--- src/rtl/pcv_pkg.sv ---
package pcv_pkg;

    localparam int ADDR_W  = 32;
    localparam int HALF_W  = 16;
    localparam int IBASE_W = 24;
    localparam int ABASE_W = 7;
    localparam int CODE_W  = 9;
    localparam int PVEC_W  = 16;

    typedef enum logic [1:0] {
        PC_HOLD = 2'b00,
        PC_STEP = 2'b01,
        PC_JUMP = 2'b10,
        PC_REL  = 2'b11
    } pc_op_e;

    typedef enum logic {
        ADDR_NATIVE = 1'b0,
        ADDR_EXT    = 1'b1
    } addr_mode_e;

    typedef struct packed {
        logic              valid;
        logic [ADDR_W-1:0] addr;
    } vec_out_t;

    // Add under the mode's carry rule: Native keeps the upper half.
    function automatic logic [ADDR_W-1:0] mode_add(
        input logic [ADDR_W-1:0] base,
        input logic [ADDR_W-1:0] delta,
        input addr_mode_e        mode
    );
        logic [ADDR_W-1:0] full;
        full = base + delta;
        if (mode == ADDR_NATIVE)
            return {base[ADDR_W-1:HALF_W], full[HALF_W-1:0]};
        return full;
    endfunction

endpackage

--- src/rtl/pcv_ctrl_regs.sv ---
module pcv_ctrl_regs
    import pcv_pkg::*;
(
    input  logic               clk,
    input  logic               rst,
    input  logic               mode_wr,
    input  logic               mode_ext,
    input  logic               ibase_wr,
    input  logic [IBASE_W-1:0] ibase_data,
    input  logic               abase_wr,
    input  logic [ABASE_W-1:0] abase_data,
    output addr_mode_e         mode_q,
    output logic [IBASE_W-1:0] ibase_q,
    output logic [ABASE_W-1:0] abase_q
);

    always_ff @(posedge clk) begin
        if (rst) begin
            mode_q  <= ADDR_NATIVE;
            ibase_q <= '0;
            abase_q <= '0;
        end else begin
            if (mode_wr)
                mode_q <= mode_ext ? ADDR_EXT : ADDR_NATIVE;
            if (ibase_wr)
                ibase_q <= ibase_data;
            if (abase_wr)
                abase_q <= abase_data;
        end
    end

endmodule

--- src/rtl/pcv_pc_unit.sv ---
module pcv_pc_unit
    import pcv_pkg::*;
#(
    parameter int LEN_W  = 3,
    parameter int DISP_W = 16
) (
    input  logic              clk,
    input  logic              rst,
    input  pc_op_e            op,
    input  addr_mode_e        mode,
    input  logic [LEN_W-1:0]  inc_len,
    input  logic [ADDR_W-1:0] jump_addr,
    input  logic [DISP_W-1:0] rel_disp,
    output logic [ADDR_W-1:0] pc_q
);

    localparam int EXT_W = ADDR_W - DISP_W;

    logic [ADDR_W-1:0] step_delta;
    logic [ADDR_W-1:0] rel_delta;
    logic [ADDR_W-1:0] pc_d;

    assign step_delta = {{(ADDR_W-LEN_W){1'b0}}, inc_len};
    assign rel_delta  = {{EXT_W{rel_disp[DISP_W-1]}}, rel_disp};

    always_comb begin
        unique case (op)
            PC_HOLD: pc_d = pc_q;
            PC_STEP: pc_d = mode_add(pc_q, step_delta, mode);
            PC_JUMP: pc_d = jump_addr;
            PC_REL:  pc_d = mode_add(pc_q, rel_delta, mode);
            default: pc_d = pc_q;
        endcase
    end

    always_ff @(posedge clk) begin
        if (rst)
            pc_q <= '0;
        else
            pc_q <= pc_d;
    end

endmodule

--- src/rtl/pcv_vec_compose.sv ---
module pcv_vec_compose
    import pcv_pkg::*;
#(
    parameter logic [CODE_W-1:0] LINE1_CODE = 9'h014,
    parameter logic [CODE_W-1:0] LINE2_CODE = 9'h098,
    parameter logic [CODE_W-1:0] LINE3_CODE = 9'h11C
) (
    input  logic               clk,
    input  logic               rst,
    input  logic               req,
    input  logic [1:0]         imode,
    input  logic [1:0]         line,
    input  logic [PVEC_W-1:0]  pvec,
    input  logic [IBASE_W-1:0] ibase,
    input  logic [ABASE_W-1:0] abase,
    output vec_out_t           vec_q
);

    localparam int N_ASSIGNED = 3;
    localparam int LO_W       = ADDR_W - IBASE_W;

    function automatic logic [CODE_W-1:0] line_code(input int idx);
        case (idx)
            1:       return LINE1_CODE;
            2:       return LINE2_CODE;
            default: return LINE3_CODE;
        endcase
    endfunction

    logic [ADDR_W-1:0] assigned_addr [N_ASSIGNED+1];
    logic [ADDR_W-1:0] main_m2;
    logic [ADDR_W-1:0] main_m3;
    vec_out_t          vec_d;

    assign assigned_addr[0] = '0;

    for (genvar g = 1; g <= N_ASSIGNED; g++) begin : g_line
        assign assigned_addr[g] = {ibase[IBASE_W-1:IBASE_W-HALF_W], abase, line_code(g)};
    end

    assign main_m2 = {ibase, pvec[LO_W-1:0]};
    assign main_m3 = {ibase[IBASE_W-1:IBASE_W-HALF_W], pvec};

    always_comb begin
        vec_d = '{valid: 1'b0, addr: vec_q.addr};
        if (req) begin
            if (line != 2'd0) begin
                vec_d = '{valid: 1'b1, addr: assigned_addr[line]};
            end else if (imode == 2'd2) begin
                vec_d = '{valid: 1'b1, addr: main_m2};
            end else if (imode == 2'd3) begin
                vec_d = '{valid: 1'b1, addr: main_m3};
            end
        end
    end

    always_ff @(posedge clk) begin
        if (rst)
            vec_q <= '0;
        else
            vec_q <= vec_d;
    end

endmodule

--- src/rtl/pc_vector_unit.sv ---
module pc_vector_unit
    import pcv_pkg::*;
#(
    parameter int                LEN_W      = 3,
    parameter int                DISP_W     = 16,
    parameter logic [CODE_W-1:0] LINE1_CODE = 9'h014,
    parameter logic [CODE_W-1:0] LINE2_CODE = 9'h098,
    parameter logic [CODE_W-1:0] LINE3_CODE = 9'h11C
) (
    input  logic               clk,
    input  logic               rst,
    input  logic [1:0]         pc_op,
    input  logic [LEN_W-1:0]   inc_len,
    input  logic [ADDR_W-1:0]  jump_addr,
    input  logic [DISP_W-1:0]  rel_disp,
    input  logic               mode_wr,
    input  logic               mode_ext,
    input  logic               ibase_wr,
    input  logic [IBASE_W-1:0] ibase_data,
    input  logic               abase_wr,
    input  logic [ABASE_W-1:0] abase_data,
    input  logic               vec_req,
    input  logic [1:0]         int_mode,
    input  logic [1:0]         int_line,
    input  logic [PVEC_W-1:0]  periph_vec,
    output logic [ADDR_W-1:0]  pc,
    output logic               vec_valid,
    output logic [ADDR_W-1:0]  vec_addr
);

    addr_mode_e         mode_q;
    logic [IBASE_W-1:0] ibase_q;
    logic [ABASE_W-1:0] abase_q;
    vec_out_t           vec_q;

    pcv_ctrl_regs u_regs (
        .clk        (clk),
        .rst        (rst),
        .mode_wr    (mode_wr),
        .mode_ext   (mode_ext),
        .ibase_wr   (ibase_wr),
        .ibase_data (ibase_data),
        .abase_wr   (abase_wr),
        .abase_data (abase_data),
        .mode_q     (mode_q),
        .ibase_q    (ibase_q),
        .abase_q    (abase_q)
    );

    pcv_pc_unit #(
        .LEN_W  (LEN_W),
        .DISP_W (DISP_W)
    ) u_pc (
        .clk       (clk),
        .rst       (rst),
        .op        (pc_op_e'(pc_op)),
        .mode      (mode_q),
        .inc_len   (inc_len),
        .jump_addr (jump_addr),
        .rel_disp  (rel_disp),
        .pc_q      (pc)
    );

    pcv_vec_compose #(
        .LINE1_CODE (LINE1_CODE),
        .LINE2_CODE (LINE2_CODE),
        .LINE3_CODE (LINE3_CODE)
    ) u_vec (
        .clk   (clk),
        .rst   (rst),
        .req   (vec_req),
        .imode (int_mode),
        .line  (int_line),
        .pvec  (periph_vec),
        .ibase (ibase_q),
        .abase (abase_q),
        .vec_q (vec_q)
    );

    assign vec_valid = vec_q.valid;
    assign vec_addr  = vec_q.addr;

endmodule

--- config.mk ---
export PLATFORM = sky130hd
export DESIGN_NAME = pc_vector_unit
export DESIGN_NICKNAME = d
export VERILOG_FILES = /design/src/rtl/pcv_pkg.sv /design/src/rtl/pcv_ctrl_regs.sv /design/src/rtl/pcv_pc_unit.sv /design/src/rtl/pcv_vec_compose.sv /design/src/rtl/pc_vector_unit.sv
export SDC_FILE = /design/constraint.sdc
export NUM_CORES = 1
export LEC_CHECK = 0
export CAP_MARGIN = 20
export CORE_ASPECT_RATIO = 1.5
export CORE_MARGIN = 2
export CORE_UTILIZATION = 35
export CTS_CLUSTER_SIZE = 30
export DETAILED_ROUTE_END_ITERATION = 7
export RECOVER_POWER = 100
export SLEW_MARGIN = 40
export SYNTH_ARGS = -nofsm -noshare
export SYNTH_HDL_FRONTEND = slang
export SYNTH_SLANG_ARGS = --single-unit
--- constraint.sdc ---
create_clock -name clk -period 5.04 [get_ports clk]
set_clock_uncertainty 0.2 [all_clocks]
set_input_delay 0.756 -clock clk [delete_from_list [all_inputs] [get_ports clk]]
set_output_delay 0.756 -clock clk [all_outputs]
set_load 0.01 [all_outputs]
==> results of run 1 <==
-- routing by layer --
layer / up-vias / routed length (um) / GRT usage, %
met2: 197 / 9820 / 38.54
met5: - / 0 / 0
met1: 2793 / 7753 / 24.22
met4: 0 / 536 / 9.033
li1: 2951 / - / -
met3: 37 / 943 / 2.849
-- cell usage after synthesis (all sizes together), types with 3 or more instances --
cell    number  area (sq um)
or4          3         22.52
dfxtp       97          1942
nor2        85         319.1
a311oi       5         50.04
o22ai        5         31.28
xor2         9         78.83
buf         14         60.06
ha          15         187.7
o21a         6         45.04
a31oi        5         31.28
clkbuf      41         153.9
nor2b       16         100.1
and3        21         131.4
a211o        4         35.03
nand3       14         70.07
nor4        11         68.82
o21ai       29         145.1
or3         10         67.56
nor3        29         145.1
a22oi        4         30.03
xnor2        4         35.03
a221oi       3         26.28
nor3b        3         22.52
nand2       73         274.0
a21oi       41         220.2
o211ai      12         90.09
or2          5         31.28
o21bai       3         22.52
a21o         7         52.55
and2         4         25.02
and4         3         26.28
nand2b       4         25.02
a211oi      37         287.8
mux2i       47         483.0
nand4        9         56.30
nor4b        3         26.28
inv          9         33.78
mux2         7         78.83
-- logic make-up after synthesis --
family          after synthesis
buf+inv                      64
flops                        97
mux                          54
compound gates              184
fa+ha+maj                    16
simple gates                297
xor+xnor                     13
-- registers in the layout, summed over array words and instances (netlist names) --
signal,flops
u_pc.pc_q,32
u_regs.mode_q,1
u_vec.vec_q,33
u_regs.abase_q,7
u_regs.ibase_q,24
-- where the power goes --
part	switching (mW)	internal, mW	leakage, nW
combinational	0.216	0.226	2.30
clock	0.326	0.446	0.160
sequential	0.0496	0.814	0.799
-- worst max path at each step --
stage                     slack [ns]       endpoint
after floorplan                 0.89  u_pc.pc_q[30]
after global placement          0.52  u_pc.pc_q[30]
after detailed placement        0.33  u_pc.pc_q[30]
after CTS                       0.70  u_pc.pc_q[30]
after global routing            0.34  u_pc.pc_q[30]
final                           0.53  u_pc.pc_q[30]
-- layout make-up --
class,count,area [sq um],area share (%)
inverters,9,33.78,0.4246
well taps,206,257.7,3.240
multi-input cells,564,3592,45.15
clock buffers,9,225.2,2.831
flip-flops and latches,97,1942,24.41
clock inverters,7,107.6,1.352
repair buffers,183,1798,22.60
-- worst max-delay path: stages --
cell	delay (ns)
dlygate4sd3_1	0.55
nand2_1	0.16
mux2_2	0.27
ha_1	0.17
inv_1	0.06
fa_1	0.40
nand2b_1	0.18
a21oi_1	0.25
o21ai_0	0.25
a311oi_2	0.62
o21ai_0	0.18
a221oi_1	0.33
mux2_2	0.37
==> flow_metrics.py, run 1 <==
metrics = {
    "worst_setup_path": {
        "r2r_end": "u_pc.pc_q[30]",
        "worstPathMaxFanout": 8,
        "r2r_slack_ns": 1.50,
        "cp.required_ns": 5.08,
        "crit_start": "pc_op[0]",
        "critPathKind": "input pin to flop",
        "worstSetupStartpointType": "input pin",
        "worstPathArrival_ns": 4.55,
        "cp-end-kind": "flop",
        "rr_worst_depth": 10,
        "r2r-start": "u_pc.pc_q[0]",
    },
    "layout": {
        "layout_commonest_cell": "clkdlybuf4s50_1",
        "final_util_pct": 49.15,
        "fin_nets": 991,
        "fin_cells": 1075,
        "areaGrowthSynthToFinish_pct": 37.05,
        "nFillCells": 1638,
        "fin_area_sq_um": 7956,
        "drive_gt1_share_pct": 4.603,
        "layout_common_cells": "107 x clkdlybuf4s50_1, 97 x dfxtp_1, 85 x nor2_1",
        "n_antenna_cell": 0,
    },
    "timing": {
        "hold_slack_ns": 0.2491,
        "worst_pin_slew_ns": 2.401,
        "hold_violations": 0,
        "rsz0062_at_grt": "false",
        "layout_min_cycle_time_ns": 4.513,
        "max_freq_mhz": 221.6,
        "setup_slack_ns": 0.5268,
        "period_share_pct": 89.55,
        "drv_slew": 131,
        "setup_viol": 0,
        "relSlewSlack_pct": -60.03,
        "fin_setup_tns_ns": 0,
    },
    "placed_design": {
        "dp_cells": 1059,
        "gp_congestion": 0.9375,
        "dpl_cell_area_sq_um": 7659,
        "hpwl_um": 14140,
        "io_buffers": 175,
        "place_ws_ns": 0.3308,
    },
    "synth": {
        "synth_cells": 725,
        "yosys_warnings": 0,
        "synthXorXnorAreaFrac_pct": 1.961,
        "synth_compound_area_share_pct": 22.18,
        "synth-seq-cells": 97,
        "synth_edf_count": 0,
        "synthMuxAreaShare_pct": 9.677,
        "synthSimpleGateAreaFrac_pct": 24.89,
        "synth_area_per_cell_sq_um": 8.008,
        "synth_top_family_by_area": "simple AND/OR/NAND/NOR gates",
        "ys.flop_type": "dfxtp_1",
        "synthAdderAreaFrac_pct": 3.578,
        "syn-num-nets": 852,
        "syn_area_sq_um": 5806,
        "ys_async_sr_fraction_pct": 0,
        "synth_cell_types": 70,
        "synth_seq_area_share_pct": 33.45,
    },
    "route": {
        "drcViolationCount": 0,
        "ant_nets": 0,
        "num_vias": 5978,
        "via_per_inst": 5.561,
        "routedWlPerCell_um": 17.72,
        "drtIter0Drc": 383,
        "dr.pass1.iters": 5,
        "wirelength_um": 19050,
    },
    "clock_tree": {
        "path_clk_slew_ns": 0.07,
        "ctsHtreeMaxLevel": 3,
        "cts_sinks": 97,
        "cts_resized": 0,
        "root_buffer": "clkbuf_16",
        "cts_tree": "built",
        "cts_hold_buf": 0,
        "cts_buffers": 9,
        "post-cts-setup-buffers": 0,
        "clockBufferDepth": 2,
        "clock_latency_ns": 0.35,
    },
    "grt": {
        "first_global_vias": 5883,
        "grt_usage_pct": 21.19,
        "antenna_found_initial": 0,
        "grt_max_degree": 59,
        "overflow": 0,
        "grt_pass1_wl_um": 29570,
    },
    "pwr": {
        "p_total_mw": 2.078,
        "powerDensity_nw_per_um2": 261.2,
        "p_leak_nw": 3.264,
        "ir_drop_mv": 0.1631,
    },
    "die": {
        "fp.dieW_um": 109.2,
        "start_util_pct": 35.86,
        "std_cell_rows": 57,
        "io_pins": 176,
        "fp.dieH_um": 161.7,
        "dieArea_sq_um": 17660,
        "coreArea_sq_um": 16190,
    },
    "worst_hold_path": {
        "hp-start": "u_regs.ibase_q[19]",
        "min_to": "u_vec.vec_q[27]",
        "min_path_type": "flop to flop",
        "hold_depth": 2,
    },
    "run_status": {
        "outcome": "complete, but fails checks",
        "violations": "capacitance limit, slew limit",
    },
    "job": {
        "maxCapViolCount": 3,
    },
}
Note: power is estimated with default switching activity, not from simulation.
==> run 2, diff against run 1 <==
- PLACE_DENSITY_LB_ADDON: unset -> 0.08
==> run 2 against run 1 <==
Compared with the run above: the flow still finishes with violations (capacitance limit, slew limit); routed wire length is 1.8% lower; critical path type unchanged; sequential power about the same; utilization is essentially flat; register-to-register slack about the same; non-clock buffer count increased by 1; die area is the same; cell area about the same; largest cell class unchanged; fmax is 0.97% lower; largest power group unchanged; hold slack barely moved.
==> flow_metrics.py, run 2 (synthesis results as in run 1) <==
metrics = {
    "run_status": {
        "outcome": "complete, but fails checks",
        "violations": "capacitance limit, slew limit",
    },
    "timing": {
        "setup_viol": 0,
        "fin_setup_tns_ns": 0,
        "max_freq_mhz": 219.4,
        "drv_slew": 93,
        "relSlewSlack_pct": -131.3,
        "period_share_pct": 90.42,
        "setup_slack_ns": 0.4828,
        "hold_violations": 0,
        "rsz0062_at_grt": "false",
        "worst_pin_slew_ns": 3.470,
        "layout_min_cycle_time_ns": 4.557,
    },
    "worst_hold_path": {
        "hold_depth": 2,
        "min_path_type": "flop to flop",
    },
    "worst_setup_path": {
        "worstSetupStartpointType": "input pin",
        "rr_worst_depth": 10,
        "critPathKind": "input pin to flop",
        "worstPathMaxFanout": 8,
        "cp.required_ns": 5.09,
        "cp-end-kind": "flop",
        "worstPathArrival_ns": 4.60,
    },
    "grt": {
        "antenna_found_initial": 0,
        "overflow": 0,
        "grt_max_degree": 93,
        "first_global_vias": 5812,
        "grt_pass1_wl_um": 29070,
        "grt_usage_pct": 20.81,
    },
    "die": {
        "fp.dieW_um": 109.2,
        "io_pins": 176,
        "std_cell_rows": 57,
        "fp.dieH_um": 161.7,
        "start_util_pct": 35.86,
        "coreArea_sq_um": 16190,
        "dieArea_sq_um": 17660,
    },
    "layout": {
        "largestRegisters": "u_vec.vec_q x33, u_pc.pc_q x32, u_regs.ibase_q x24",
        "layout_commonest_cell": "clkdlybuf4s50_1",
        "largest_register_ffs": 33,
        "n_antenna_cell": 0,
        "areaGrowthSynthToFinish_pct": 37.03,
        "layout_common_cells": "107 x clkdlybuf4s50_1, 97 x dfxtp_1, 85 x nor2_1",
        "fin_cells": 1076,
        "drive_gt1_share_pct": 5.172,
        "fin_area_sq_um": 7955,
        "fin_nets": 992,
        "regMostFlops": "u_vec.vec_q",
    },
    "clock_tree": {
        "cts_buffers": 9,
        "clock_latency_ns": 0.35,
        "cts_resized": 0,
        "ctsHtreeMaxLevel": 3,
        "cts_sinks": 97,
        "post-cts-setup-buffers": 0,
        "root_buffer": "clkbuf_16",
        "cts_hold_buf": 0,
        "cts_tree": "built",
        "path_clk_slew_ns": 0.08,
        "clockBufferDepth": 2,
    },
    "route": {
        "ant_nets": 0,
        "drcViolationCount": 0,
        "num_vias": 5940,
        "dr.pass1.iters": 5,
        "wirelength_um": 18720,
        "drtIter0Drc": 346,
        "routedWlPerCell_um": 17.39,
        "via_per_inst": 5.520,
    },
    "pwr": {
        "ir_drop_mv": 0.1375,
        "p_leak_nw": 3.262,
        "p_total_mw": 2.020,
        "powerDensity_nw_per_um2": 253.9,
    },
    "job": {
        "maxCapViolCount": 1,
    },
    "placed_design": {
        "gp_congestion": 0.9039,
        "dp_cells": 1060,
        "place_ws_ns": 0.2374,
        "io_buffers": 175,
        "dpl_cell_area_sq_um": 7679,
        "hpwl_um": 13720,
    },
}
==> run 2: final cells by class <==
class	count	area, sq um
Multi-Input combinational cell	564	3603
Fill cell	1613	8234
Inverter	9	33.78
Timing Repair Buffer	184	1815
Clock buffer	10	229.0
Clock inverter	6	73.82
Sequential cell	97	1942
Tap cell	206	257.7
==> run 2: path summary, 6_finish.rpt <==
| check | end | slack [ns] | from |
|---|---|---|---|
| setup / recovery | u_pc.pc_q[30] | 0.48 | pc_op[0] |
| setup reg to reg | u_pc.pc_q[30] | 1.50 | u_pc.pc_q[0] |
| hold / removal | u_vec.vec_q[28] | 0.25 | u_regs.ibase_q[20] |
| hold reg to reg | u_vec.vec_q[28] | 0.25 | u_regs.ibase_q[20] |
==> run 2: layer usage <==
layer / routed length, um / up-vias / track usage, % / share of wire [%]
met1: 7600 / 2775 / 24.57 / 41
met5: 0 / - / 0 / 0
met4: 564 / 0 / 9.207 / 3.0
met2: 9467 / 195 / 36.65 / 51
li1: - / 2938 / - / -
met3: 1084 / 32 / 3.050 / 5.8
==> run 2: metrics by stage <==
stage	hold WS [ns]	util, %
final	0.2493	49.14
after global routing	0.2726	49.14
after CTS	0.2515	49.30
after detailed placement	0.2412	47.43
after global placement	0.2346	47.36
after floorplan	0.2312	-
==> run 2: power by group <==
part / internal (mW) / switching, mW
registers: 0.814 / 0.0480
clock network: 0.392 / 0.322
logic: 0.229 / 0.215
total: 1.43 / 0.585
==> run 2: critical path: stages <==
cell and delay, ns:
dlygate4sd3_1 0.54, nand2_1 0.18, mux2_2 0.28, ha_1 0.17, inv_1 0.06, fa_1 0.40, nand2b_1 0.18, a21oi_1 0.27
o21ai_0 0.20, a311oi_2 0.69, o21ai_0 0.19, a221oi_1 0.31, mux2_2 0.37
